==> src/rtl/tet_pkg.sv <==
package tet_pkg;
  typedef enum logic [1:0] {
    TRIG_INT = 2'd0,
    TRIG_TE1 = 2'd1,
    TRIG_TE2 = 2'd2,
    TRIG_BAD = 2'd3
  } trig_mode_e;

  localparam int unsigned HS_MIN     = 2;
  localparam int unsigned VS_MIN_TE1 = 4;
  localparam int unsigned VS_MIN_TE2 = 2;
endpackage

==> src/rtl/tet_pulse_meas.sv <==
module tet_pulse_meas #(
  parameter int unsigned SYNC_STAGES = 2,
  parameter int unsigned CNT_W       = 8
) (
  input  logic             clk_i,
  input  logic             rst_ni,
  input  logic             pin_i,
  input  logic             act_high_i,
  output logic             end_o,
  output logic [CNT_W-1:0] width_o
);
  localparam logic [CNT_W-1:0] CNT_MAX = '1;

  logic [SYNC_STAGES-1:0] sync_q;
  logic                   act, act_q;
  logic [CNT_W-1:0]       cnt_q;

  generate
    if (SYNC_STAGES == 1) begin : g_one
      always_ff @(posedge clk_i or negedge rst_ni)
        if (!rst_ni) sync_q <= '0;
        else         sync_q <= pin_i;
    end else begin : g_chain
      always_ff @(posedge clk_i or negedge rst_ni)
        if (!rst_ni) sync_q <= '0;
        else         sync_q <= {sync_q[SYNC_STAGES-2:0], pin_i};
    end
  endgenerate

  assign act = act_high_i ? sync_q[SYNC_STAGES-1] : ~sync_q[SYNC_STAGES-1];

  always_ff @(posedge clk_i or negedge rst_ni) begin
    if (!rst_ni) begin
      act_q <= 1'b0;
      cnt_q <= '0;
    end else begin
      act_q <= act;
      if (!act)                cnt_q <= '0;
      else if (cnt_q != CNT_MAX) cnt_q <= cnt_q + 1'b1;
    end
  end

  // width is still held in the cycle the pulse ends
  assign end_o   = act_q & ~act;
  assign width_o = cnt_q;
endmodule

==> src/rtl/tet_cfg_check.sv <==
module tet_cfg_check
  import tet_pkg::*;
#(
  parameter int unsigned CNT_W     = 8,
  parameter int unsigned LINE_W    = 11,
  parameter int unsigned LINE_IN_W = 16
) (
  input  logic                 te_on_i,
  input  trig_mode_e           mode_i,
  input  logic [CNT_W-1:0]     hs_width_i,
  input  logic [CNT_W-1:0]     vs_width_i,
  input  logic [LINE_IN_W-1:0] line_i,
  output logic                 err_o
);
  logic [CNT_W-1:0] vs_min;
  logic             line_hi;

  assign vs_min  = (mode_i == TRIG_TE2) ? CNT_W'(VS_MIN_TE2) : CNT_W'(VS_MIN_TE1);
  assign line_hi = |(line_i >> LINE_W);

  always_comb begin
    err_o = 1'b0;
    if (te_on_i) begin
      if (mode_i == TRIG_BAD)             err_o = 1'b1;
      if (hs_width_i < CNT_W'(HS_MIN))    err_o = 1'b1;
      if (vs_width_i < vs_min)            err_o = 1'b1;
      if (vs_width_i == hs_width_i)       err_o = 1'b1;
      if (line_hi)                        err_o = 1'b1;
    end
  end
endmodule

==> src/rtl/tet_line_track.sv <==
module tet_line_track
  import tet_pkg::*;
#(
  parameter int unsigned CNT_W     = 8,
  parameter int unsigned LINE_W    = 11,
  parameter int unsigned LINE_IN_W = 16
) (
  input  logic                 clk_i,
  input  logic                 rst_ni,
  input  logic                 te_on_i,
  input  trig_mode_e           mode_i,
  input  logic                 te_end_i,
  input  logic [CNT_W-1:0]     te_width_i,
  input  logic                 vs_end_i,
  input  logic [CNT_W-1:0]     vs_width_i,
  input  logic [CNT_W-1:0]     hs_min_i,
  input  logic [CNT_W-1:0]     vs_min_i,
  input  logic [LINE_IN_W-1:0] line_i,
  output logic                 hit_o
);
  localparam logic [LINE_W-1:0] LINE_MAX = '1;

  logic              vs_c, hs_c, vs_ev_q, hs_ev_q;
  logic              armed_q, hit_q;
  logic [LINE_W-1:0] cnt_q, cnt_nxt, tgt;

  assign tgt = line_i[LINE_W-1:0];

  always_comb begin
    vs_c = 1'b0;
    hs_c = 1'b0;
    unique case (mode_i)
      TRIG_TE1: begin
        vs_c = te_end_i & (te_width_i >= vs_min_i);
        hs_c = te_end_i & (te_width_i <  vs_min_i) & (te_width_i >= hs_min_i);
      end
      TRIG_TE2: begin
        vs_c = vs_end_i & (vs_width_i >= vs_min_i);
        hs_c = te_end_i & (te_width_i >= hs_min_i);
      end
      default: ;
    endcase
  end

  assign cnt_nxt = (cnt_q == LINE_MAX) ? cnt_q : cnt_q + 1'b1;

  always_ff @(posedge clk_i or negedge rst_ni) begin
    if (!rst_ni) begin
      vs_ev_q <= 1'b0;
      hs_ev_q <= 1'b0;
      cnt_q   <= '0;
      armed_q <= 1'b0;
      hit_q   <= 1'b0;
    end else begin
      vs_ev_q <= te_on_i & vs_c;
      hs_ev_q <= te_on_i & hs_c;
      hit_q   <= 1'b0;
      if (!te_on_i) begin
        armed_q <= 1'b0;
      end else if (vs_ev_q) begin
        cnt_q   <= '0;
        armed_q <= (tgt != '0);
        hit_q   <= (tgt == '0);
      end else if (hs_ev_q && armed_q) begin
        cnt_q <= cnt_nxt;
        if (cnt_q != LINE_MAX && cnt_nxt == tgt) begin
          hit_q   <= 1'b1;
          armed_q <= 1'b0;
        end
      end
    end
  end

  assign hit_o = hit_q;
endmodule

==> src/rtl/tet_start_ctl.sv <==
module tet_start_ctl (
  input  logic clk_i,
  input  logic rst_ni,
  input  logic int_mode_i,
  input  logic err_i,
  input  logic req_i,
  input  logic hit_i,
  output logic start_o
);
  logic pend_q, start_q, fire;

  assign fire = hit_i & ~err_i & (pend_q | req_i);

  always_ff @(posedge clk_i or negedge rst_ni) begin
    if (!rst_ni) begin
      pend_q  <= 1'b0;
      start_q <= 1'b0;
    end else if (int_mode_i) begin
      pend_q  <= 1'b0;
      start_q <= req_i;
    end else begin
      start_q <= fire;
      pend_q  <= fire ? 1'b0 : (pend_q | req_i);
    end
  end

  assign start_o = start_q;
endmodule

==> src/rtl/te_frame_trigger.sv <==
module te_frame_trigger
  import tet_pkg::*;
#(
  parameter int unsigned CNT_W       = 8,
  parameter int unsigned LINE_W      = 11,
  parameter int unsigned LINE_IN_W   = 16,
  parameter int unsigned SYNC_STAGES = 2
) (
  input  logic                 clk_i,
  input  logic                 rst_ni,
  input  logic                 te_i,
  input  logic                 vsync_i,
  input  logic                 te_en_i,
  input  logic [1:0]           mode_i,
  input  logic [CNT_W-1:0]     hs_width_i,
  input  logic [CNT_W-1:0]     vs_width_i,
  input  logic                 hs_pol_i,
  input  logic                 vs_pol_i,
  input  logic [LINE_IN_W-1:0] line_i,
  input  logic                 req_i,
  output logic                 start_o,
  output logic                 cfg_err_o
);
  trig_mode_e       mode;
  logic             te_on, te_pol;
  logic             te_end, vs_end, hit;
  logic [CNT_W-1:0] te_w, vs_w;

  assign mode   = trig_mode_e'(mode_i);
  assign te_on  = te_en_i & (mode != TRIG_INT);
  assign te_pol = (mode == TRIG_TE2) ? hs_pol_i : vs_pol_i;

  tet_pulse_meas #(.SYNC_STAGES(SYNC_STAGES), .CNT_W(CNT_W)) u_te_meas (
    .clk_i, .rst_ni, .pin_i(te_i), .act_high_i(te_pol),
    .end_o(te_end), .width_o(te_w)
  );

  tet_pulse_meas #(.SYNC_STAGES(SYNC_STAGES), .CNT_W(CNT_W)) u_vs_meas (
    .clk_i, .rst_ni, .pin_i(vsync_i), .act_high_i(vs_pol_i),
    .end_o(vs_end), .width_o(vs_w)
  );

  tet_cfg_check #(.CNT_W(CNT_W), .LINE_W(LINE_W), .LINE_IN_W(LINE_IN_W)) u_cfg (
    .te_on_i(te_on), .mode_i(mode), .hs_width_i, .vs_width_i, .line_i,
    .err_o(cfg_err_o)
  );

  tet_line_track #(.CNT_W(CNT_W), .LINE_W(LINE_W), .LINE_IN_W(LINE_IN_W)) u_lines (
    .clk_i, .rst_ni, .te_on_i(te_on), .mode_i(mode),
    .te_end_i(te_end), .te_width_i(te_w),
    .vs_end_i(vs_end), .vs_width_i(vs_w),
    .hs_min_i(hs_width_i), .vs_min_i(vs_width_i),
    .line_i, .hit_o(hit)
  );

  tet_start_ctl u_start (
    .clk_i, .rst_ni, .int_mode_i(~te_on), .err_i(cfg_err_o),
    .req_i, .hit_i(hit), .start_o
  );
endmodule

==> config.mk <==
export PLATFORM = sky130hd
export DESIGN_NAME = te_frame_trigger
export DESIGN_NICKNAME = d
export VERILOG_FILES = /design/src/rtl/tet_pkg.sv /design/src/rtl/tet_pulse_meas.sv /design/src/rtl/tet_cfg_check.sv /design/src/rtl/tet_line_track.sv /design/src/rtl/tet_start_ctl.sv /design/src/rtl/te_frame_trigger.sv
export SDC_FILE = /design/constraint.sdc
export NUM_CORES = 1
export LEC_CHECK = 0
export BUFFER_PORTS_ARGS = -buffer_cell sky130_fd_sc_hd__buf_2
export CELL_PAD_IN_SITES_DETAIL_PLACEMENT = 2
export CELL_PAD_IN_SITES_GLOBAL_PLACEMENT = 2
export CORE_MARGIN = 5
export CORE_UTILIZATION = 30
export DETAILED_ROUTE_END_ITERATION = 6
export PLACE_DENSITY_LB_ADDON = 0.1
export SLEW_MARGIN = 40
export SYNTH_ARGS = -nofsm -noshare
export SYNTH_HDL_FRONTEND = slang
export SYNTH_SLANG_ARGS = --single-unit
==> constraint.sdc <==
create_clock -name clk_i -period 3.6 [get_ports clk_i]
set_clock_uncertainty 0.05 [all_clocks]
set_input_delay 0.54 -clock clk_i [delete_from_list [all_inputs] [get_ports clk_i]]
set_output_delay 0.54 -clock clk_i [all_outputs]
set_load 0.02 [all_outputs]
==> results.md, run 1 <==
- Status: finished clean
- Maximum vdd drop: 0.0001472 V
- Finished Core Util: 0.3554
- Pre-antenna DRT Iters: 4
- Lkg Pwr: 1.571 nW
- Clock Path Buffers: 2
- Crit path max fanout: 3
- Slowest-stage cell, CP: nor4_1
- Slew HR: 0.6474
- Worst path buffer plus inverter count: 3
- Fin area: 0.003442 mm^2
- FP Rows: 36
- Share of cells above drive strength 1: 0.1684
- Cells after Synth: 338
- PostCTS Resize Cnt: 0
- Final Hold Vio Count: 0
- Detail Placement HPWL: 7594 um
- RSZ-0062 raised after global routing: no
- Hold buffers post-CTS: 0
- Worst setup SP type: primary input
- Final setup fails: 0
- Starting density of the core: 0.3052
- Post-synth cell types: 48
- CP Capture Type: output port
- Tightest hold margin: 162.9 ps
- Worst Reg-to-Reg Cells: 8
- Synth cell count leaders: dfrtp_1 (39), ha_1 (33), nor2_1 (30)
- First-pass GRT wire length: 15310 um
- Top-count cell post-synth: dfrtp_1
- DRC viols: 0
- Placed cell area: 0.003338 mm^2
- Critical Path RT: 3010 ps
- Post-synthesis sequential area ratio: 0.3302
- Count of warnings emitted by yosys: 0
- Crit-path cells: buf_2 -> inv_1 -> ha_1 -> ha_1 -> nor4_1 -> nand4_1 -> o21ai_0 -> a21oi_1 -> nor2_1 -> buf_2
- Dominant cell type by area after synthesis: dfrtp_1
- F_max: 378.9 MHz
- Clk slew on worst S/H paths: 80 ps
- Data arrival, critical path: 2050 ps
- Vias per cell: 5.146
- Diodes inserted: 0
- Largest stage delay, worst path: 240 ps
- Core Area: 0.009684 mm^2
- Die area: 0.01194 mm^2
- Area of the multi-input gates: 0.001862 mm^2
- Drt total wl: 9231 um
- Setup repair bufs after CTS: 0
- Root Driver: clkbuf_8
- CTS tree: yes
- Synthesized area: 0.002955 mm^2
- Setup_tns: 0 ps
- GP Congestion: 0.8526
- Syn Nets: 413
- Place WS: 944.4 ps
- Final net count: 460
- Levels on crit path: 10
- Area share of the largest cell type after synthesis: 0.3302
- CTS Buf Count: 5
- R2r setup slk: 1210 ps
- FF+latch area: 975.9 um^2
- Antenna violations before repair: 0
- DRT iter0 DRCs: 62
- Setup ws final: 960.7 ps
- Post-route ant nets: 0
- Syn_area_per_cell: 8.744 um^2
- I/O pin count: 44
- Clk_lat worst skew: 290 ps
- FFs w/ async S/R, synth: 1.000
- Ys flop type: dfrtp_1
- Clk sinks: 39
- Synth area leaders: dfrtp_1 (33%), ha_1 (14%), xnor2_1 (5.0%), a21oi_1 (4.6%), nor2_1 (3.8%)
- Count of flip-flops with a built-in enable after synthesis: 0
- Pin count of the biggest net entering global routing: 40
- Min Clock Period, post-route: 2639 ps
- H-tree levels: 2
- Fin. max-slew vios: 0
- Die H: 109.3 um
- Setup CP Type: primary input to output port
- Slew @ Worst Pin: 528.5 ps
- #FFs+latches synth: 39
- Hold WC Path Type: primary input to async pin
- # fillers: 1138
- DR vias: 2671
- Port Buffers: 43
- Vias in the first global route: 2977
- Total gr overflow: 0
- Tot GR Track Use: 0.1659
- CP delay by family, top: simple AND/OR/NAND/NOR gates
- Fin crit share: 0.7331
- PwrDens: 294.8 mW/mm^2
- Area Overhead vs Synth: 16.47%
- Die W: 109.3 um
- MaxCap Viol Count: 0
- Drt wl/cell: 17.79 um
[area by class of cell]
cell class | instances | share of cell area
multi-input cells | 267 | 0.5409
clock buffers | 7 | 0.02799
inverters | 27 | 0.02944
repair buffers | 45 | 0.06761
clock inverters | 1 | 0.002181
well taps | 133 | 0.04835
flip-flops and latches | 39 | 0.2835
[power by group]
group / internal (W) / total (W) / switching, W
combinational: 0.0000870 / 0.000198 / 0.000111
clock: 0.000174 / 0.000336 / 0.000162
sequential: 0.000458 / 0.000481 / 0.0000229
[worst register-to-register path, stage by stage, from the launching register on]
cell and delay (ps):
dfrtp_1 440, ha_1 250, nand4_1 190, o31ai_2 530
and2_1 230, o21ai_1 80, o31ai_1 80, a21oi_1 170
o32ai_1 290
[stage by stage]
step | cells | power (W)
6_report | 519 | 0.001015
4_1_cts | 519 | 0.001038
3_5_place_dp | 511 | 0.0006931
2_1_floorplan | 338 | 0.0005968
3_3_place_gp | 511 | 0.0006834
5_1_grt | 519 | 0.001090
[layout by cell type, fill, tap and decap left out, drive strengths merged, types with 2 or more instances in the layout]
cell	n
a21boi	2
a21o	4
a21oi	29
a311oi	2
a31oi	7
and2	4
and3	8
and4	2
buf	45
clkbuf	7
dfrtp	39
ha	33
inv	26
mux2i	5
nand2	20
nand2b	3
nand3	12
nand3b	2
nand4	10
nor2	30
nor2b	5
nor3	9
nor4	6
o2111ai	3
o21a	7
o21ai	23
o31ai	4
o41ai	2
or2b	2
xnor2	17
xor2	7
[cells by family after synthesis]
group,share of synthesized area
compound gates,0.1922
xor+xnor,0.07113
fa+ha+maj,0.1397
buf+inv,0.04233
flops,0.3302
mux,0.01694
simple gates,0.2075
[final timing paths]
path	start	to
max	mode_i[0]	cfg_err_o
min	rst_ni	u_lines.cnt_q[8]$_DFFE_PN0P_
max reg2reg	u_lines.cnt_q[0]$_DFFE_PN0P_	u_lines.hit_o$_DFF_PN0_
min reg2reg	u_vs_meas.sync_q[0]$_DFF_PN0_	u_vs_meas.sync_q[1]$_DFF_PN0_
max in group asynchronous	rst_ni	u_vs_meas.width_o[2]$_DFFE_PN0P_
min in group clk_i	te_i	u_te_meas.sync_q[0]$_DFF_PN0_
[state kept, by name (all words and copies together), names as in the netlist]
name	count
u_lines.hit_o	1
u_start.start_o	1
u_te_meas.width_o	8
u_te_meas.act_q	1
u_te_meas.sync_q	2
u_lines.vs_ev_q	1
u_vs_meas.width_o	8
u_start.pend_q	1
u_lines.armed_q	1
u_lines.cnt_q	11
u_vs_meas.act_q	1
u_vs_meas.sync_q	2
u_lines.hs_ev_q	1
[layer usage]
metal	part of all wire	GRT usage	vias to the layer above
met5	0	0	-
met4	0.0082	0.03206	0
met3	0.022	0.01954	5
met2	0.55	0.3228	30
met1	0.42	0.1938	1327
li1	-	-	1309
No activity file was read; power rests on OpenSTA's default activity.
==> run 2, diff against run 1 <==
--- a/config.mk
+++ b/config.mk
@@ -5,6 +5,7 @@
 export SDC_FILE = /design/constraint.sdc
 export NUM_CORES = 1
 export LEC_CHECK = 0
+export ABC_AREA = 1
 export BUFFER_PORTS_ARGS = -buffer_cell sky130_fd_sc_hd__buf_2
 export CELL_PAD_IN_SITES_DETAIL_PLACEMENT = 2
 export CELL_PAD_IN_SITES_GLOBAL_PLACEMENT = 2
==> constraint.sdc (replaced) <==
create_clock -name clk_i -period 2.35 [get_ports clk_i]
set_clock_uncertainty 0.05 [all_clocks]
set_input_delay 0.3525 -clock clk_i [delete_from_list [all_inputs] [get_ports clk_i]]
set_output_delay 0.3525 -clock clk_i [all_outputs]
set_load 0.02 [all_outputs]
==> run 2 against run 1 <==
Effect of this change:
- the run now ends with negative hold slack left
- via count grew 12%
- sequential power grew 57%
- synthesized area grew 1.8%
- register-to-register slack lost 1000 ps
- critical endpoint unchanged
==> results.md, run 2 <==
- Vias per cell: 4.936 (-4.1%)
- Die area: 0.01213 mm^2 (+1.6%)
- FFs w/ async S/R, synth: 1.000 (unchanged)
- Post-synthesis sequential area ratio: 0.3245 (-0.005769)
- Pre-antenna DRT Iters: 4 (unchanged)
- Syn Nets: 487 (+18%)
- Met3 WL: 274 um (+36%)
- Clk slew on worst S/H paths: 80 ps (about the same)
- Setup CP Type: primary input to output port
- Die H: 110.1 um (+0.81%)
- Lkg Pwr: 1.862 nW (+19%)
- Syn_area_per_cell: 7.301 um^2 (-17%)
- Synth cell count leaders: nand2_1 (98), inv_1 (66), dfrtp_1 (39)
- DRC viols: 0 (unchanged)
- Data arrival, critical path: 1830 ps (-220 ps)
- Status: finished with violations
- # fillers: 1193 (+4.8%)
- Main combinational cell family by area after synthesis: simple AND/OR/NAND/NOR gates
- Area of the multi-input gates: 0.001782 mm^2 (-4.3%)
- MaxCap Viol Count: 0 (unchanged)
- Hold buffers post-CTS: 0 (unchanged)
- Fin cells: 607 (+17%)
- Vias in the first global route: 3171 (+6.5%)
- Clock Path Buffers: 2 (unchanged)
- Top-count cell post-synth: nand2_1
- Drt total wl: 10030 um (+8.6%)
- Multiplexer share of the synthesized area: 0 (-0.01693)
- Fin crit share: 0.9484
- PwrDens: 454.8 mW/mm^2 (+54%)
- Post-synth cell types: 37 (-23%)
- Top sig layer: met4
- Diodes inserted: 0 (unchanged)
- Detail Placement HPWL: 8388 um (+10%)
- Hold WC Path Type: primary input to async pin
- Max reg flops: 11 (unchanged)
- Most common cell after layout, fill and taps aside: nand2_1
- Final Hold Vio Count: 10 (+10)
- Synth area leaders: dfrtp_1 (32%), ha_1 (14%), nand2_1 (12%), inv_1 (8.2%), nand3_1 (6.0%)
- Placed instance count: 594 (+16%)
- Crit path max fanout: 3 (unchanged)
- Final net count: 548 (+19%)
- Tightest hold margin: -8.487 ps (-171.4 ps)
- DR vias: 2996 (+12%)
- Post-Synth Adder-Cell Area: 0.1373 (-0.002441)
- Post-route ant nets: 0 (unchanged)
- Dominant cell type by area after synthesis: dfrtp_1
- Starting density of the core: 0.3077 (+0.002564)
- Die W: 110.1 um (+0.81%)
- Antenna violations before repair: 0 (unchanged)
- Final setup fails: 0 (unchanged)
- Setup_tns: 0 ps (unchanged)
- Pin count of the biggest net entering global routing: 23 (-43%)
- Maximum vdd drop: 0.0001926 V (+31%)
- Share of cells above drive strength 1: 0.1772 (+0.008821)
- First-pass GRT wire length: 15870 um (+3.7%)
- Biggest register: u_lines.cnt_q
- DRT iter0 DRCs: 76 (+23%)
- Drt wl/cell: 16.52 um (-7.1%)
- Post-synthesis xor/xnor area fraction: 0.03203 (-0.03910)
- Count of warnings emitted by yosys: 0 (unchanged)
- Met2 wire length: 4802 um (-4.6%)
- CP Capture Type: output port
- Fin. max-slew vios: 0 (unchanged)
- Commonest non-fill, non-tap cells in the layout: nand2_1 (98), inv_1 (66), buf_2 (42)
- Root Driver: clkbuf_8
- Min Clock Period, post-route: 2229 ps
- #FFs+latches synth: 39 (unchanged)
- RSZ-0062 raised after global routing: no
- Failing checks: negative hold slack
- Fraction of the mapped netlist area in compound gates: 0.1256 (-0.06659)
- F_max: 448.7 MHz
- Area Overhead vs Synth: 19.09%
- Met1 wire length: 4917 um (+25%)
- Ys flop type: dfrtp_1
- Port Buffers: 43 (unchanged)
- Slew @ Worst Pin: 571.1 ps (+42.62 ps)
- Total gr overflow: 0 (unchanged)
- Tot GR Track Use: 0.1704 (+0.004519)
- Synthesized area: 0.003008 mm^2 (+1.8%)
- Cells after Synth: 412 (+22%)
- GP Congestion: 0.7485 (-12%)
- Worst Reg-to-Reg Cells: 14 (+6)
- Clk_lat worst skew: 290 ps (about the same)
- Area share of the largest cell type after synthesis: 0.3245 (-0.005769)
- Core Area: 0.009774 mm^2 (+0.93%)
- I/O pin count: 44 (unchanged)
- FP Rows: 36 (unchanged)
- H-tree levels: 2 (unchanged)
- CTS Buf Count: 5 (unchanged)
- FF+latch area: 975.9 um^2 (unchanged)
- CTS tree: yes
- Worst setup SP type: primary input
- Slew HR: 0.6193 (-0.02812)
- Critical Path RT: 1950 ps (-1060 ps)
- Clk sinks: 39 (unchanged)
- Count of flip-flops with a built-in enable after synthesis: 0 (unchanged)
- Post-synthesis simple-gate area fraction: 0.2870 (+0.07957)
==> run 2: cell types whose count changed in the layout (fill, tap and decap cells not counted), sizes merged, moves of 8 or more <==
cell   previous run  this run
nand2            20        99
inv              26        68
and3              8         0
buf              45        55
nand3            12        40
xnor2            17         6
==> run 2: where the power goes <==
| part | switching (W) | total (W) | internal [W] |
|---|---|---|---|
| combinational | 0.000255 | 0.000413 | 0.000158 |
| sequential | 0.0000441 | 0.000755 | 0.000711 |
| clock | 0.000257 | 0.000461 | 0.000204 |
| total | 0.000556 | 0.00163 | 0.00107 |
==> run 2: layout make-up <==
type | count | area share
clock buffers | 5 | 0.01921
clock inverters | 3 | 0.004191
inverters | 71 | 0.07440
multi-input cells | 301 | 0.4974
flip-flops and latches | 39 | 0.2724
well taps | 133 | 0.04645
repair buffers | 55 | 0.08592
==> run 2: worst max-delay path, stage by stage <==
cell and delay, ps:
buf_2 100, inv_1 60, ha_2 190, ha_1 290, o21ai_2 60, nand2_1 80
o21ai_2 130, nor3_2 80, or2_2 300, inv_1 60, buf_4 130
==> run 2: metal layers <==
metal | vias up | track usage
met5 | - | 0
met4 | 0 | 0.03078
met3 | 2 | 0.02504
met2 | 36 | 0.2946
met1 | 1469 | 0.2277
li1 | 1489 | -
==> run 2: kinds of logic after synthesis <==
| kind of cell | Yosys count |
|---|---|
| simple gates | 189 |
| buf+inv | 73 |
| compound gates | 67 |
| flops | 39 |
| fa+ha+maj | 33 |
| xor+xnor | 11 |
==> run 2: through the flow <==
stage | utilization | cell area (um^2) | setup WS [ps] | power (W) | hold slack, ps
2_1_floorplan | - | 3008 | 335.5 | 0.001003 | 6.909
3_3_place_gp | 0.3514 | 3435 | 19.15 | 0.001156 | 285.6
3_5_place_dp | 0.3514 | 3435 | -64.37 | 0.001181 | 287.3
4_1_cts | 0.3611 | 3530 | 18.12 | 0.001650 | 9.221
5_1_grt | 0.3665 | 3582 | 4.911 | 0.001741 | 23.81
6_report | 0.3665 | 3582 | 121.4 | 0.001629 | -8.487
==> run 2: timing repair <==
item / CTS / global route
setup buffers: 0 / 4
hold endpoints to repair: 0 / 0
gates resized for setup: 4 / 4
setup endpoints to repair: 1 / 3
gates cloned: 0 / 1
pin swaps: 0 / 2
==> run 2: path summary, 6_finish.rpt <==
kind	end	slack, ps	start
setup / recovery	cfg_err_o	120	mode_i[0]
hold / removal	u_te_meas.width_o[4]$_DFFE_PN0P_	-8	rst_ni
setup reg to reg	u_lines.armed_q$_DFFE_PN0P_	190	u_lines.cnt_q[0]$_DFFE_PN0P_
hold reg to reg	u_vs_meas.sync_q[1]$_DFF_PN0_	300	u_vs_meas.sync_q[0]$_DFF_PN0_
max in group asynchronous	u_start.pend_q$_DFF_PN0_	1690	rst_ni
min in group clk_i	u_vs_meas.sync_q[0]$_DFF_PN0_	110	vsync_i
==> run 3, diff against run 2 <==
--- a/config.mk
+++ b/config.mk
@@ -6,7 +6,7 @@
 export NUM_CORES = 1
 export LEC_CHECK = 0
 export ABC_AREA = 1
-export BUFFER_PORTS_ARGS = -buffer_cell sky130_fd_sc_hd__buf_2
+export BUFFER_PORTS_ARGS = -buffer_cell sky130_fd_sc_hd__buf_4
 export CELL_PAD_IN_SITES_DETAIL_PLACEMENT = 2
 export CELL_PAD_IN_SITES_GLOBAL_PLACEMENT = 2
 export CORE_MARGIN = 5
==> run 3 against run 2 <==
Effect of this change:
- the run still ends with negative hold slack left
- final area rose by 2.7%
- power rose by 4.5%
- sequential power barely moved
- fmax rose by 1.0%
- worst hold slack got worse by 8.0 ps
- non-clock buffer count fell by 3
- cell count fell by 0.66%
- sequential share of layout area fell by 0.68 points
- critical path type unchanged
- critical endpoint unchanged
- largest power group unchanged
==> results.md, run 3 (synthesis gave the netlist of run 2 again) <==
- Maximum vdd drop: 0.0002000 V (+3.8%)
- RSZ-0062 raised after global routing: no
- Biggest register: u_lines.cnt_q
- Area Overhead vs Synth: 22.30%
- Slew @ Worst Pin: 554.3 ps (-16.73 ps)
- Crit-path cells: buf_4 -> inv_2 -> ha_4 -> ha_1 -> o21ai_0 -> nand2_1 -> o21ai_2 -> nor3_2 -> or2_2 -> inv_1 -> buf_4
- Data arrival, critical path: 1800 ps (-30 ps)
- Antenna violations before repair: 0 (unchanged)
- Fin crit share: 0.9390 (-0.009396)
- Die W: 110.1 um (unchanged)
- Worst R2R End: u_lines.armed_q$_DFFE_PN0P_
- Worst path buffer plus inverter count: 4 (unchanged)
- Min Clock Period, post-route: 2207 ps (-22.08 ps)
- Largest stage delay, worst path: 300 ps (about the same)
- Setup CP Type: primary input to output port
- Final Hold Vio Count: 14 (+4)
- Clk slew on worst S/H paths: 80 ps (about the same)
- Final setup fails: 0 (unchanged)
- Commonest non-fill, non-tap cells in the layout: nand2_1 (98), inv_1 (65), buf_4 (52)
- MaxCap Viol Count: 0 (unchanged)
- Tightest hold margin: -16.46 ps (-7.971 ps)
- Clock Path Buffers: 2 (unchanged)
- Total gr overflow: 0 (unchanged)
- Drt total wl: 9891 um (-1.3%)
- R2r setup slk: 200 ps (about the same)
- Placed cell area: 0.003527 mm^2 (+2.7%)
- Diodes inserted: 0 (unchanged)
- Most common cell after layout, fill and taps aside: nand2_1
- Worst r2r src: u_lines.cnt_q[0]$_DFFE_PN0P_
- FP Rows: 36 (unchanged)
- Clk_lat worst skew: 300 ps (about the same)
- Top cell by count, worst path: buf_4
- Detail Placement HPWL: 8188 um (-2.4%)
- Die area: 0.01213 mm^2 (unchanged)
- Max reg flops: 11 (unchanged)
- Fin cells: 603 (-0.66%)
- Placed instance count: 592 (-0.34%)
- Clk sinks: 39 (unchanged)
- Hold WC Path Type: primary input to async pin
- Port Buffers: 43 (unchanged)
- Place WS: -60.64 ps (+3.728 ps)
- DRT iter0 DRCs: 59 (-22%)
- Share of cells above drive strength 1: 0.1702 (-0.007002)
- Tot GR Track Use: 0.1761 (+0.005753)
- CTS tree: yes
- H-tree levels: 2 (unchanged)
- Lkg Pwr: 1.887 nW (+1.4%)
- Slew HR: 0.6304 (+0.01116)
- Worst Reg-to-Reg Cells: 13 (-1)
- Critical Path RT: 1950 ps (about the same)
- Root Driver: clkbuf_8
- Vias in the first global route: 3267 (+3.0%)
- DRC viols: 0 (unchanged)
- Vias per cell: 4.940 (about the same)
- Starting density of the core: 0.3077 (unchanged)
- Fin area: 0.003679 mm^2 (+2.7%)
- CP delay by family, top: simple AND/OR/NAND/NOR gates
- Post-route ant nets: 0 (unchanged)
- CP Capture Type: output port
- Final net count: 544 (-0.73%)
- Crit path max fanout: 3 (unchanged)
- Drt wl/cell: 16.40 um (-0.68%)
- Die H: 110.1 um (unchanged)
- Slowest-stage cell, CP: or2_2
- Status: finished with violations
- Setup ws final: 143.4 ps (+22.08 ps)
- # fillers: 1185 (-0.67%)
- GP Congestion: 0.7859 (+5.0%)
- PwrDens: 462.8 mW/mm^2 (+1.7%)
- Core Area: 0.009774 mm^2 (unchanged)
- Pre-antenna DRT Iters: 5 (+1)
- First-pass GRT wire length: 16480 um (+3.9%)
- Hold buffers post-CTS: 0 (unchanged)
- I/O pin count: 44 (unchanged)
- Pin count of the biggest net entering global routing: 40 (+74%)
- Worst setup SP type: primary input
- Failing checks: negative hold slack
- F_max: 453.2 MHz (+1.0%)
- Fin. max-slew vios: 0 (unchanged)
- DR vias: 2979 (-0.57%)
- CTS Buf Count: 5 (unchanged)
## run 3: cell types whose count changed in the layout (fill, tap and decap cells not counted), moves of 2 or more
cell      delta
buf_4       +39
clkinv_2     -3
clkbuf_8     +2
buf_2       -42
## run 3: final cells by class
cell class                 instances  area [um^2]  share of cell area
multi-input combinational        300         1778              0.4833
sequential                        39        977.2              0.2656
timing repair buffer              52        390.4              0.1061
inverter                          71        266.5             0.07245
tap                              133        166.4             0.04524
clock buffer                       8        100.1             0.02721
## run 3: worst reg2reg max path, stage by stage, from the launching register on
cell and delay (ps):
dfrtp_1 430, ha_1 230, nand2_2 110, nor2_4 180, nand3_4 230, buf_4 220, nand4_1 70, nand2_1 60
clkinv_1 50, nand2_1 70, nor2_2 110, nand3_2 80, nand3_1 90, a21oi_2 50
## run 3: report_power, final
| group | internal [W] | switching (W) | total [W] | leakage, nW |
|---|---|---|---|---|
| sequential | 0.000712 | 0.0000452 | 0.000757 | 0.492 |
| clock | 0.000269 | 0.000253 | 0.000521 | 0.0515 |
| combinational | 0.000174 | 0.000249 | 0.000424 | 1.34 |
## run 3: worst max-delay path by stage
stage,startpoint,to,depth (start not counted)
3_3_place_gp,mode_i[0],cfg_err_o,11
5_1_grt,u_lines.cnt_q[1]$_DFFE_PN0P_,u_lines.armed_q$_DFFE_PN0P_,13
6_report,mode_i[0],cfg_err_o,11
3_5_place_dp,mode_i[0],cfg_err_o,8
2_1_floorplan,mode_i[0],cfg_err_o,9
4_1_cts,mode_i[0],cfg_err_o,11
## run 3: timing repair
item / CTS / global route
pin swaps: 0 / 1
buffers inserted: 0 / 3
gates resized for setup: 2 / 6
endpoints found under the setup margin: 1 / 4
## run 3: routing by layer
| metal | share of wire | vias to the layer above | routed length, um | track usage |
|---|---|---|---|---|
| met5 | 0 | - | 0 | 0 |
| met4 | 0.0069 | 0 | 68 | 0.02902 |
| met3 | 0.024 | 8 | 240 | 0.02737 |
| met2 | 0.48 | 30 | 4785 | 0.2946 |
| met1 | 0.48 | 1468 | 4796 | 0.2439 |
| li1 | - | 1473 | - | - |
## run 3: metrics by stage
| stage | setup TNS, ps | utilization | total power, W |
|---|---|---|---|
| 2_1_floorplan | 0 | - | 0.001003 |
| 3_3_place_gp | 0 | 0.3609 | 0.001172 |
| 3_5_place_dp | -60.64 | 0.3609 | 0.001197 |
| 4_1_cts | 0 | 0.3716 | 0.001730 |
| 5_1_grt | 0 | 0.3763 | 0.001829 |
| 6_report | 0 | 0.3763 | 0.001702 |
